$ cat src/rtl/mlpwm_pkg.sv
package mlpwm_pkg;

    localparam int NSW   = 11;
    localparam int LVL_W = 5;

    typedef enum logic {
        MODE_SC7  = 1'b0,
        MODE_AS15 = 1'b1
    } mode_e;

    typedef enum logic {
        DIR_UP = 1'b0,
        DIR_DN = 1'b1
    } dir_e;

    typedef enum logic [1:0] {
        ST_OFF  = 2'd0,
        ST_RUN  = 2'd1,
        ST_HOLD = 2'd2
    } gate_st_e;

    // Fixed switched-capacitor patterns for levels 0..3, bit i = switch S(i+1)
    function automatic logic [NSW-1:0] sc7_fixed(input logic [1:0] lvl);
        logic [NSW-1:0] p;
        unique case (lvl)
            2'd0:    p = 11'h5BA;
            2'd1:    p = 11'h3BA;
            2'd2:    p = 11'h36E;
            default: p = 11'h366;
        endcase
        return p;
    endfunction

endpackage

$ cat src/rtl/mlpwm_carrier_gen.sv
module mlpwm_carrier_gen #(
    parameter int PER_W = 12
) (
    input  logic             clk,
    input  logic             rst_n,
    input  logic             run_i,
    input  logic [PER_W-1:0] per_i,
    output logic [PER_W-1:0] cnt_o
);
    import mlpwm_pkg::*;

    logic [PER_W-1:0] cnt_q;
    dir_e             dir_q;

    always_ff @(posedge clk) begin
        if (!rst_n || !run_i || per_i == '0) begin
            cnt_q <= '0;
            dir_q <= DIR_UP;
        end else begin
            unique case (dir_q)
                DIR_UP: begin
                    if (cnt_q >= per_i) begin
                        dir_q <= DIR_DN;
                        cnt_q <= cnt_q - 1'b1;
                    end else begin
                        cnt_q <= cnt_q + 1'b1;
                    end
                end
                default: begin
                    if (cnt_q == '0) begin
                        dir_q <= DIR_UP;
                        cnt_q <= cnt_q + 1'b1;
                    end else begin
                        cnt_q <= cnt_q - 1'b1;
                    end
                end
            endcase
        end
    end

    assign cnt_o = cnt_q;


    cnt_step_chk: assert property (@(posedge clk) disable iff (!rst_n)
        (run_i && $past(run_i) && $stable(per_i) && per_i != '0)
        |-> (cnt_o == $past(cnt_o) + 1'b1 || cnt_o == $past(cnt_o) - 1'b1));


    cnt_bound_chk: assert property (@(posedge clk) disable iff (!rst_n)
        ($stable(per_i) && $past(cnt_o) <= per_i) |-> (cnt_o <= per_i));

endmodule

$ cat src/rtl/mlpwm_level_sum.sv
module mlpwm_level_sum #(
    parameter int REF_W = 16,
    parameter int PER_W = 12,
    parameter int NC7   = 6,
    parameter int NC15  = 14,
    parameter int LVL_W = 5
) (
    input  logic                    clk,
    input  logic                    rst_n,
    input  logic                    run_i,
    input  mlpwm_pkg::mode_e        mode_i,
    input  logic signed [REF_W-1:0] ref_i,
    input  logic [PER_W-1:0]        per_i,
    input  logic [PER_W-1:0]        cnt_i,
    output logic signed [LVL_W-1:0] level_o
);
    import mlpwm_pkg::*;

    localparam int HALF  = NC15 / 2;
    localparam int HALF7 = NC7 / 2;
    localparam int ACC_W = ((REF_W > PER_W + 5) ? REF_W : PER_W + 5) + 1;

    logic signed [ACC_W-1:0] per_s;
    logic signed [ACC_W-1:0] cnt_s;
    logic signed [ACC_W-1:0] ref_s;
    logic [NC15-1:0]         pos_hit;
    logic [NC15-1:0]         neg_hit;
    logic [NC15-1:0]         act;
    logic signed [LVL_W-1:0] sum;
    logic signed [LVL_W-1:0] level_q;

    assign per_s = $signed({{(ACC_W-PER_W){1'b0}}, per_i});
    assign cnt_s = $signed({{(ACC_W-PER_W){1'b0}}, cnt_i});
    assign ref_s = ACC_W'(ref_i);

    for (genvar b = 0; b < NC15; b++) begin : g_band
        localparam int K   = b - HALF;
        localparam bit IN7 = (K >= -HALF7) && (K < HALF7);
        logic signed [ACC_W-1:0] car;
        if (K >= 0) begin : g_pos
            assign car        = ACC_W'(K) * per_s + cnt_s;
            assign pos_hit[b] = (car < ref_s);
            assign neg_hit[b] = 1'b0;
        end else begin : g_neg
            assign car        = ACC_W'(K) * per_s + (per_s - cnt_s);
            assign neg_hit[b] = (car > ref_s);
            assign pos_hit[b] = 1'b0;
        end
        assign act[b] = (mode_i == MODE_AS15) || IN7;
    end

    always_comb begin
        sum = '0;
        for (int b = 0; b < NC15; b++) begin
            if (act[b] && pos_hit[b]) sum = sum + LVL_W'(1);
            if (act[b] && neg_hit[b]) sum = sum - LVL_W'(1);
        end
    end

    always_ff @(posedge clk) begin
        if (!rst_n || !run_i) level_q <= '0;
        else                  level_q <= sum;
    end

    assign level_o = level_q;


    sc7_range_chk: assert property (@(posedge clk) disable iff (!rst_n)
        ($past(mode_i) == MODE_SC7)
        |-> (level_o >= -LVL_W'(HALF7) && level_o <= LVL_W'(HALF7)));

endmodule

$ cat src/rtl/mlpwm_pattern_map.sv
module mlpwm_pattern_map #(
    parameter int NSW   = 11,
    parameter int LVL_W = 5,
    parameter int NC7   = 6,
    parameter int NC15  = 14
) (
    input  logic                    clk,
    input  logic                    rst_n,
    input  logic                    wr_en_i,
    input  logic signed [LVL_W-1:0] wr_lvl_i,
    input  logic [NSW-1:0]          wr_pat_i,
    input  mlpwm_pkg::mode_e        mode_i,
    input  logic signed [LVL_W-1:0] level_i,
    output logic [NSW-1:0]          pat_o
);
    import mlpwm_pkg::*;

    localparam int HALF  = NC15 / 2;
    localparam int HALF7 = NC7 / 2;
    localparam int NLV   = NC15 + 1;

    logic [NSW-1:0] tbl_q [NLV];
    logic [NSW-1:0] tbl_rd;

    always_ff @(posedge clk) begin
        if (!rst_n) begin
            for (int i = 0; i < NLV; i++) tbl_q[i] <= '0;
        end else if (wr_en_i) begin
            for (int i = 0; i < NLV; i++) begin
                if (wr_lvl_i == LVL_W'(i - HALF)) tbl_q[i] <= wr_pat_i;
            end
        end
    end

    always_comb begin
        tbl_rd = '0;
        for (int i = 0; i < NLV; i++) begin
            if (level_i == LVL_W'(i - HALF)) tbl_rd = tbl_q[i];
        end
    end

    always_comb begin
        if (mode_i == MODE_SC7 && level_i >= 0 && level_i <= LVL_W'(HALF7))
            pat_o = sc7_fixed(level_i[1:0]);
        else
            pat_o = tbl_rd;
    end

endmodule

$ cat src/rtl/mlpwm_deadtime_fsm.sv
module mlpwm_deadtime_fsm #(
    parameter int NSW  = 11,
    parameter int DT_W = 8
) (
    input  logic            clk,
    input  logic            rst_n,
    input  logic            en_i,
    input  logic [DT_W-1:0] dt_i,
    input  logic [NSW-1:0]  target_i,
    output logic [NSW-1:0]  gate_o
);
    import mlpwm_pkg::*;

    gate_st_e        state_q, state_d;
    logic [NSW-1:0]  pat_q;
    logic [NSW-1:0]  mask_q;
    logic [DT_W-1:0] cnt_q;
    logic            change;
    logic            load;

    assign change = (target_i != pat_q);
    assign load   = en_i && ((state_q == ST_OFF) || change);

    // next-state logic
    always_comb begin
        state_d = state_q;
        unique case (state_q)
            ST_OFF: begin
                if (en_i) state_d = (dt_i == '0) ? ST_RUN : ST_HOLD;
            end
            ST_RUN: begin
                if (!en_i)       state_d = ST_OFF;
                else if (change) state_d = (dt_i == '0) ? ST_RUN : ST_HOLD;
            end
            ST_HOLD: begin
                if (!en_i)                     state_d = ST_OFF;
                else if (change)               state_d = (dt_i == '0) ? ST_RUN : ST_HOLD;
                else if (cnt_q <= DT_W'(1))    state_d = ST_RUN;
            end
            default: state_d = ST_OFF;
        endcase
    end

    // state register
    always_ff @(posedge clk) begin
        if (!rst_n) state_q <= ST_OFF;
        else        state_q <= state_d;
    end

    // pattern, mask and dead-time counter
    always_ff @(posedge clk) begin
        if (!rst_n || !en_i) begin
            pat_q  <= '0;
            mask_q <= '0;
            cnt_q  <= '0;
        end else if (load) begin
            pat_q  <= target_i;
            mask_q <= (dt_i == '0) ? '0 : (target_i & ~gate_o);
            cnt_q  <= dt_i;
        end else if (state_d == ST_RUN) begin
            mask_q <= '0;
            cnt_q  <= '0;
        end else if (state_q == ST_HOLD) begin
            cnt_q  <= cnt_q - 1'b1;
        end
    end

    // outputs
    always_comb begin
        unique case (state_q)
            ST_RUN, ST_HOLD: gate_o = pat_q & ~mask_q;
            default:         gate_o = '0;
        endcase
    end


    off_gate_chk: assert property (@(posedge clk) disable iff (!rst_n)
        !en_i |=> (gate_o == '0));


    rise_after_hold_chk: assert property (@(posedge clk) disable iff (!rst_n)
        (dt_i != '0 && $stable(dt_i) && ((gate_o & ~$past(gate_o)) != '0))
        |-> $stable(pat_q));


    hold_count_chk: assert property (@(posedge clk) disable iff (!rst_n)
        (state_q == ST_HOLD) |-> (cnt_q != '0));

endmodule

$ cat src/rtl/mlpwm_gate_ctrl.sv
module mlpwm_gate_ctrl #(
    parameter int REF_W = 16,
    parameter int PER_W = 12,
    parameter int DT_W  = 8,
    parameter int NC7   = 6,
    parameter int NC15  = 14
) (
    input  logic                              clk,
    input  logic                              rst_n,
    input  logic                              en_i,
    input  logic                              mode_i,
    input  logic signed [REF_W-1:0]           ref_i,
    input  logic [PER_W-1:0]                  per_i,
    input  logic [DT_W-1:0]                   dt_i,
    input  logic                              tbl_we_i,
    input  logic signed [mlpwm_pkg::LVL_W-1:0] tbl_lvl_i,
    input  logic [mlpwm_pkg::NSW-1:0]         tbl_pat_i,
    output logic [mlpwm_pkg::NSW-1:0]         gate_o,
    output logic signed [mlpwm_pkg::LVL_W-1:0] level_o
);
    import mlpwm_pkg::*;

    mode_e                   mode_q;
    logic [PER_W-1:0]        cnt;
    logic signed [LVL_W-1:0] level_q;
    logic [NSW-1:0]          target;

    // mode register: follows request when idle or at a zero level
    always_ff @(posedge clk) begin
        if (!rst_n)                      mode_q <= MODE_SC7;
        else if (!en_i || level_q == '0) mode_q <= mode_e'(mode_i);
    end

    mlpwm_carrier_gen #(.PER_W(PER_W)) u_car (
        .clk   (clk),
        .rst_n (rst_n),
        .run_i (en_i),
        .per_i (per_i),
        .cnt_o (cnt)
    );

    mlpwm_level_sum #(
        .REF_W (REF_W),
        .PER_W (PER_W),
        .NC7   (NC7),
        .NC15  (NC15),
        .LVL_W (LVL_W)
    ) u_sum (
        .clk     (clk),
        .rst_n   (rst_n),
        .run_i   (en_i),
        .mode_i  (mode_q),
        .ref_i   (ref_i),
        .per_i   (per_i),
        .cnt_i   (cnt),
        .level_o (level_q)
    );

    mlpwm_pattern_map #(
        .NSW   (NSW),
        .LVL_W (LVL_W),
        .NC7   (NC7),
        .NC15  (NC15)
    ) u_map (
        .clk      (clk),
        .rst_n    (rst_n),
        .wr_en_i  (tbl_we_i),
        .wr_lvl_i (tbl_lvl_i),
        .wr_pat_i (tbl_pat_i),
        .mode_i   (mode_q),
        .level_i  (level_q),
        .pat_o    (target)
    );

    mlpwm_deadtime_fsm #(
        .NSW  (NSW),
        .DT_W (DT_W)
    ) u_dt (
        .clk      (clk),
        .rst_n    (rst_n),
        .en_i     (en_i),
        .dt_i     (dt_i),
        .target_i (target),
        .gate_o   (gate_o)
    );

    assign level_o = level_q;


    mode_switch_chk: assert property (@(posedge clk) disable iff (!rst_n)
        (mode_q != $past(mode_q)) |-> ($past(level_q) == '0 || !$past(en_i)));


    off_level_chk: assert property (@(posedge clk) disable iff (!rst_n)
        !en_i |=> (level_q == '0));

endmodule

$ cat config.mk
export PLATFORM = sky130hd
export DESIGN_NAME = mlpwm_gate_ctrl
export DESIGN_NICKNAME = d
export VERILOG_FILES = /design/src/rtl/mlpwm_pkg.sv /design/src/rtl/mlpwm_carrier_gen.sv /design/src/rtl/mlpwm_level_sum.sv /design/src/rtl/mlpwm_pattern_map.sv /design/src/rtl/mlpwm_deadtime_fsm.sv /design/src/rtl/mlpwm_gate_ctrl.sv
export SDC_FILE = /design/constraint.sdc
export NUM_CORES = 1
export LEC_CHECK = 0
export BUFFER_PORTS_ARGS = -buffer_cell sky130_fd_sc_hd__buf_2
export CAP_MARGIN = 10
export CORE_MARGIN = 2
export CORE_UTILIZATION = 50
export DETAILED_ROUTE_END_ITERATION = 8
export HOLD_SLACK_MARGIN = 0.12
export PLACE_DENSITY = 0.64
export SETUP_SLACK_MARGIN = 0.05
export SYNTH_ARGS = -nofsm -noshare
export SYNTH_HDL_FRONTEND = slang
export SYNTH_HIERARCHICAL = 1
export SYNTH_SLANG_ARGS = --single-unit
$ cat constraint.sdc
create_clock -name clk -period 27.2 [get_ports clk]
set_input_delay 1.36 -clock clk [delete_from_list [all_inputs] [get_ports clk]]
set_output_delay 1.36 -clock clk [all_outputs]
set_load 0.03 [all_outputs]
* Word level (Yosys, flattened, before mapping)
Memory sizes are Yosys's and may differ from the RTL's.
Cells that the tools add are included.
** Word-level totals
- Memory bits (writable) :: 165
- Word-level logic and storage cells :: 277
- ROM bits :: 0
- Flip-flop bits (word level) :: 51
- Memories kept :: 1
- Latch bits :: 0
** Memory list
- u_map.tbl_q :: depth 15, bits a word 11, rd ports 15, clocked after memory_dff 0, wr ports 15, line mlpwm_pattern_map.sv:22 : logic [NSW-1:0] tbl_q [NLV];
** Operators by class
- Reduce and logical (&&, ||, !) cells :: 28
- Order comparisons :: 18
- Equality and inequality tests :: 34
- Div/mod/pow operators :: 0
- $mul :: 7
- Mux-type cells :: 128
- Shifts and indexed selects :: 0
- Bitwise operators :: 20
- Add/subtract/negate cells :: 33
** Operators by type and width (number)
- $mux W11 :: 35
- $add A18 B18 Y18 :: 7
- $gt A18 B16 Y1 :: 7
- $eq A5 B4 Y1 const B :: 14
- $mux W5 :: 14
- $mux W1 :: 64
- $add A18 B13 Y18 :: 3
- $lt A18 B16 Y1 :: 3
- $eq A5 B3 Y1 const B :: 8
- $mux W12 :: 3
- $add A5 B2 Y5 const B :: 7
- $mul A4 B13 Y17 const A :: 2
- $pmux W11 S3 :: 1
- $mul A3 B13 Y16 const A :: 2
- $sub A5 B2 Y5 const B :: 6
- $mul A2 B12 Y14 const A :: 2
- $logic_not A12 Y1 :: 2
- $mux W8 :: 3
- $and A11 B11 Y11 :: 2
- $not A11 Y11 :: 2
- $eq A5 B2 Y1 const B :: 4
- $neg A12 Y18 :: 1
- $neg A12 Y17 :: 1
- $lt A13 B16 Y1 :: 1
- 33 further kinds :: 74

* Depth between registers and ports, before layout
- Word-level depth :: 31
- Depth in mapped cells :: 72

* Cells and area by module
Netlist, hierarchy kept.
** By module, submodules not included
- mlpwm_level_sum :: instances 1, seq. area each 100.1 um^2, cells each 2076, area an instance 16921.2 um^2
- mlpwm_pattern_map :: instances 1, seq. area each 4954.8 um^2, cells each 655, area an instance 7811.2 um^2
- mlpwm_deadtime_fsm :: instances 1, seq. area each 640.6 um^2, cells each 226, area an instance 1864.3 um^2
- mlpwm_carrier_gen :: instances 1, seq. area each 260.2 um^2, cells each 151, area an instance 1255.0 um^2
- mlpwm_gate_ctrl :: instances 1, seq. area each 20.0 um^2, cells each 9, area an instance 68.8 um^2

* Least setup slack after synthesis
No wires, ideal clock.
- Path type :: input-to-reg
- Start :: input per_i[0]
- End :: register u_sum.level_q[4], in the netlist u_sum/level_o[4]
- Buffers on the path :: 0
- Required time :: 27.079 ns
- Arrival time :: 14.594 ns
- Slack :: 12.485 ns
- Setup time :: 0.121 ns
- Cell stages on the path :: 68
- Cells stage by stage :: inv_1 > ha_1 > fa_1 > nor2_1 > o21ai_0 > and3_1 > nor2_1 > ha_1 > fa_1 > inv_1 > fa_1 > ha_1 > nor2b_1 > o21ai_0 > a21boi_0 > o21ai_0 > nand2_1 > and2_1 > (+32 left out) > ha_1 > nand2_1 > o21a_1 > a21oi_1 > ha_1 > mux2_2 > ha_1 > mux2_2 > ha_1 > mux2_2 > ha_1 > mux2_2 > ha_1 > o311ai_0 > a21oi_1 > o21a_1 > o21ba_1 > mux2_2
** Between the ends
- Cells in the longest elaborated chain, start to end :: 31
- Elaborated cells between the ends (all ways) :: 72
** RTL lines
- from (decl) :: line mlpwm_gate_ctrl.sv:13 : input logic [PER_W-1:0] per_i,
- $mul A4 B13 Y17 / $sub A12 B12 Y13 (equally long branches) :: line mlpwm_level_sum.sv:45 : assign car = ACC_W'(K) * per_s + (per_s - cnt_s);
- $add A18 B18 Y18 :: line mlpwm_level_sum.sv:45
- $gt A18 B16 Y1 :: line mlpwm_level_sum.sv:46 : assign neg_hit[b] = (car > ref_s);
- $logic_and A1 B1 Y1 :: line mlpwm_level_sum.sv:56 : if (act[b] && neg_hit[b]) sum = sum - LVL_W'(1);
- $mux W5 :: line mlpwm_level_sum.sv:56
- $sub A5 B2 Y5 :: line mlpwm_level_sum.sv:56
- $mux W5 :: line mlpwm_level_sum.sv:56
- $sub A5 B2 Y5 :: line mlpwm_level_sum.sv:56
- (+15 left out)
- $add A5 B2 Y5 :: line mlpwm_level_sum.sv:55 : if (act[b] && pos_hit[b]) sum = sum + LVL_W'(1);
- $mux W5 :: line mlpwm_level_sum.sv:55
- $add A5 B2 Y5 :: line mlpwm_level_sum.sv:55
- $mux W5 :: line mlpwm_level_sum.sv:55
- $add A5 B2 Y5 :: line mlpwm_level_sum.sv:55
- $mux W5 :: line mlpwm_level_sum.sv:55
- $add A5 B2 Y5 :: line mlpwm_level_sum.sv:55
- $mux W5 * :: line mlpwm_level_sum.sv:55
- to (signal assigned) :: line mlpwm_level_sum.sv:62 : else level_q <= sum;
- to (decl) :: line mlpwm_level_sum.sv:30 : logic signed [LVL_W-1:0] level_q;
Mark *: on every way between the ends. The rest lies on a longest branch, timed or not.
A chain may end at the register's enable or synchronous reset.

* Worst setup path after layout
- Start :: input per_i[1]
- End :: register u_sum.level_q[4], in the netlist u_sum/level_o[4]
Same word-level chain as after synthesis.

==> impl_results.md <==
- Outcome: finished, final reports clean
- Root buf cell: clkbuf_16
- Placed standard-cell area: 29060 sq um
- Crit path largest cell delay: 550 ps
- Most frequent CP cell: ha_1
- H-tree Lvls: 1
- Worst setup path class: primary input to flop
- Die Y-Extent: 240.3 microns
- Post-CTS setup buffers: 0
- Final clock skew: 21.08 ps
- NumNets Final: 3829
- Crit path capture: u_sum/level_o[4]
- First-pass GRT wire length: 127.5 mm
- Final wirelength: 81.16 mm
- DIE AREA: 57750 sq um
- Post_cts resized: 0
- RSZ-0062 raised after global routing: false
- Std-Cell Rows: 86
- Post-DP HPWL: 63.08 mm
- Cells on worst reg2reg path: 67
- Pwr Total: 2.482 mW
- Clock Latency Late Sink: 540 ps
- Initial drt markers: 2064
- Area Growth Syn to Fin: 6.843%
- Max VDD drop: 0.1249 mV
- Crit start category: primary input
- Port bufs: 72
- Netlist cell types: 123
- Pwr Density: 83.20 nW/um^2
- Most frequent cells in the layout: ha_1, inv_1, nor2_1
- YS warnings: 6
- # IOs: 73
- Fmax: 60.90 MHz
- FF-to-FF Start: u_car/cnt_o[4]
- Cell accounting for the most synthesized area: ha_1
- All-Layer GR Usage: 0.2805
- Grt ovf: 0
- Post-route ant nets: 0
- Synth Flop Type: edfxtp_1
- Via Count: 23510
- Vias per inst: 5.976
- Slew Limit Fails: 0
- Post-synth top area share: 0.2353
- CTS Buf Count: 25
- Share of cells above drive strength 1: 0.07627
- Setup TNS: 0 ps
- Reg-to-reg slack, setup: 11800 ps
- DRC viols: 0
- Final Cycle Share: 0.6037
- WP depth: 69
- Rel. slew slack: 0.2054
- Worst Hold Class: flop to flop
- Fin. Hold Viols: 0
- Fin area: 29830 sq um
- Ys async rst share: 0
- Max Cap Violations: 0
- Avg WL per Cell: 20.62 microns
- Num Clock Sinks: 216
- Synth area leaders: ha_1, edfxtp_1, fa_1
- DR pass1 iterations: 5
- Core Area: 55200 sq um
- Top Family by Delay on Critical Path: adder cells
- P_leak: 13.66 nW
- Hold_ws: 449.3 ps
- Initial antenna violation count: 0
- Reg clk slew, reported paths: 60 ps
- CTS tree: yes
- Final setup vio count: 0
- Post-synth EDFFs: 165
- Vias in the first global route: 23440
- WP data required: 27610 ps
- Crit. End Element: flop
- Placer Congestion: 0.9314
- Worst setup margin: 10780 ps
- Synth Instances: 3117
- Reg2reg end: u_sum/level_o[4]
- Pin count of the biggest net entering global routing: 54
- Crit Path Max Fanout: 21
- Worst path buffer plus inverter count: 6
- Syn Area/Cell: 8.958 sq um
- Hold Buf Count CTS: 0
- Worst slew pin tran: 1184 ps
- Yosys reg bits: 216
- Slowest CP cell: fa_1
- Sequential share of the synthesized area: 0.2140
- Initial core utilization: 0.5058
- Post-Syn Area: 27920 sq um
- Pre-CTS setup slack: 10260 ps
- Leading cell type in the layout, fill and taps excluded: ha_1
- Syn nets: 3778
- Worst setup path startpoint: per_i[1]
- Tmin final: 16420 ps
- Die width: 240.3 microns
- Max clock buf depth: 3
- Worst EP arrival: 16830 ps
[through the flow]
stage / std cells / util
after global routing: 3934 / 0.5404
after CTS: 3933 / 0.5402
after detailed placement: 3888 / 0.5265
after floorplan: 3117 / -
after global placement: 3888 / 0.5265
final: 3935 / 0.5404
[worst min-delay path: cells and delay by family, from the launching register on]
family	cells	cell delay [ps]
buffers and inverters	1	60
DFF	1	290
AOI/OAI and AO/OA	1	50
[registers in the layout (all words and copies together), names as in the netlist]
name           flops
u_sum/level_o      5
mode_q             1
u_map/tbl_q      165
u_dt/cnt_q         8
u_dt/state_q       2
u_dt/mask_q       11
u_car/cnt_o       12
u_dt/pat_q        11
u_car/dir_q        1
[kinds of logic after synthesis]
kind of cell / share of synthesized area
AOI/OAI and AO/OA: 0.1893
and+or+nand+nor: 0.1354
adders and majority gates: 0.2919
buffers and inverters: 0.06574
xor gates and xnor gates: 0.08205
DFF: 0.2140
muxes: 0.02151
[power by group]
part,switching [mW],internal (mW)
clock network,0.135,0.183
registers,0.0199,0.380
logic,1.01,0.758
[final cells by class]
type                    instances  area [sq um]
well taps                     748         935.9
inverters                     368          1386
repair buffers                110         649.4
clock buffers                  36         676.9
diodes                          1         2.502
clock inverters                 9         80.08
multi-input cells            2447         20120
flip-flops and latches        216          5981
fillers                      4996         25370
[worst min-delay path by stage]
stage,start,endpoint,slack (ps),cells past startpoint
finish,u_dt/mask_q[0],u_dt/mask_q[0],450,2
floorplan,u_dt/mask_q[0],u_dt/mask_q[0],420,2
detailed placement,u_dt/mask_q[0],u_dt/mask_q[0],440,2
CTS,u_dt/mask_q[0],u_dt/mask_q[0],450,2
global placement,u_dt/mask_q[0],u_dt/mask_q[0],440,2
global route,u_dt/mask_q[0],u_dt/mask_q[0],470,2
[Yosys cell counts (33+ instances only)]
library cell and number:
a21o_1 73, a21oi_1 235, clkbuf_1 50, dfxtp_1 51, edfxtp_1 165, fa_1 79
ha_1 525, inv_1 365, nand2_1 154, nand2b_1 33, nand3_1 58, nand4_1 37
nor2_1 295, nor2b_1 41, o21ai_0 120, o21bai_1 81, xnor2_1 177, xor2_1 57
[per-layer routing]
| metal | global-route usage | vias to the layer above | share of wire |
|---|---|---|---|
| li1 | - | 11200 | - |
| met1 | 0.3853 | 11420 | 0.45 |
| met2 | 0.4749 | 772 | 0.47 |
| met3 | 0.02572 | 119 | 0.056 |
| met4 | 0.06908 | 0 | 0.023 |
| met5 | 0 | - | 0 |
Power figures use the tool's default switching activity.
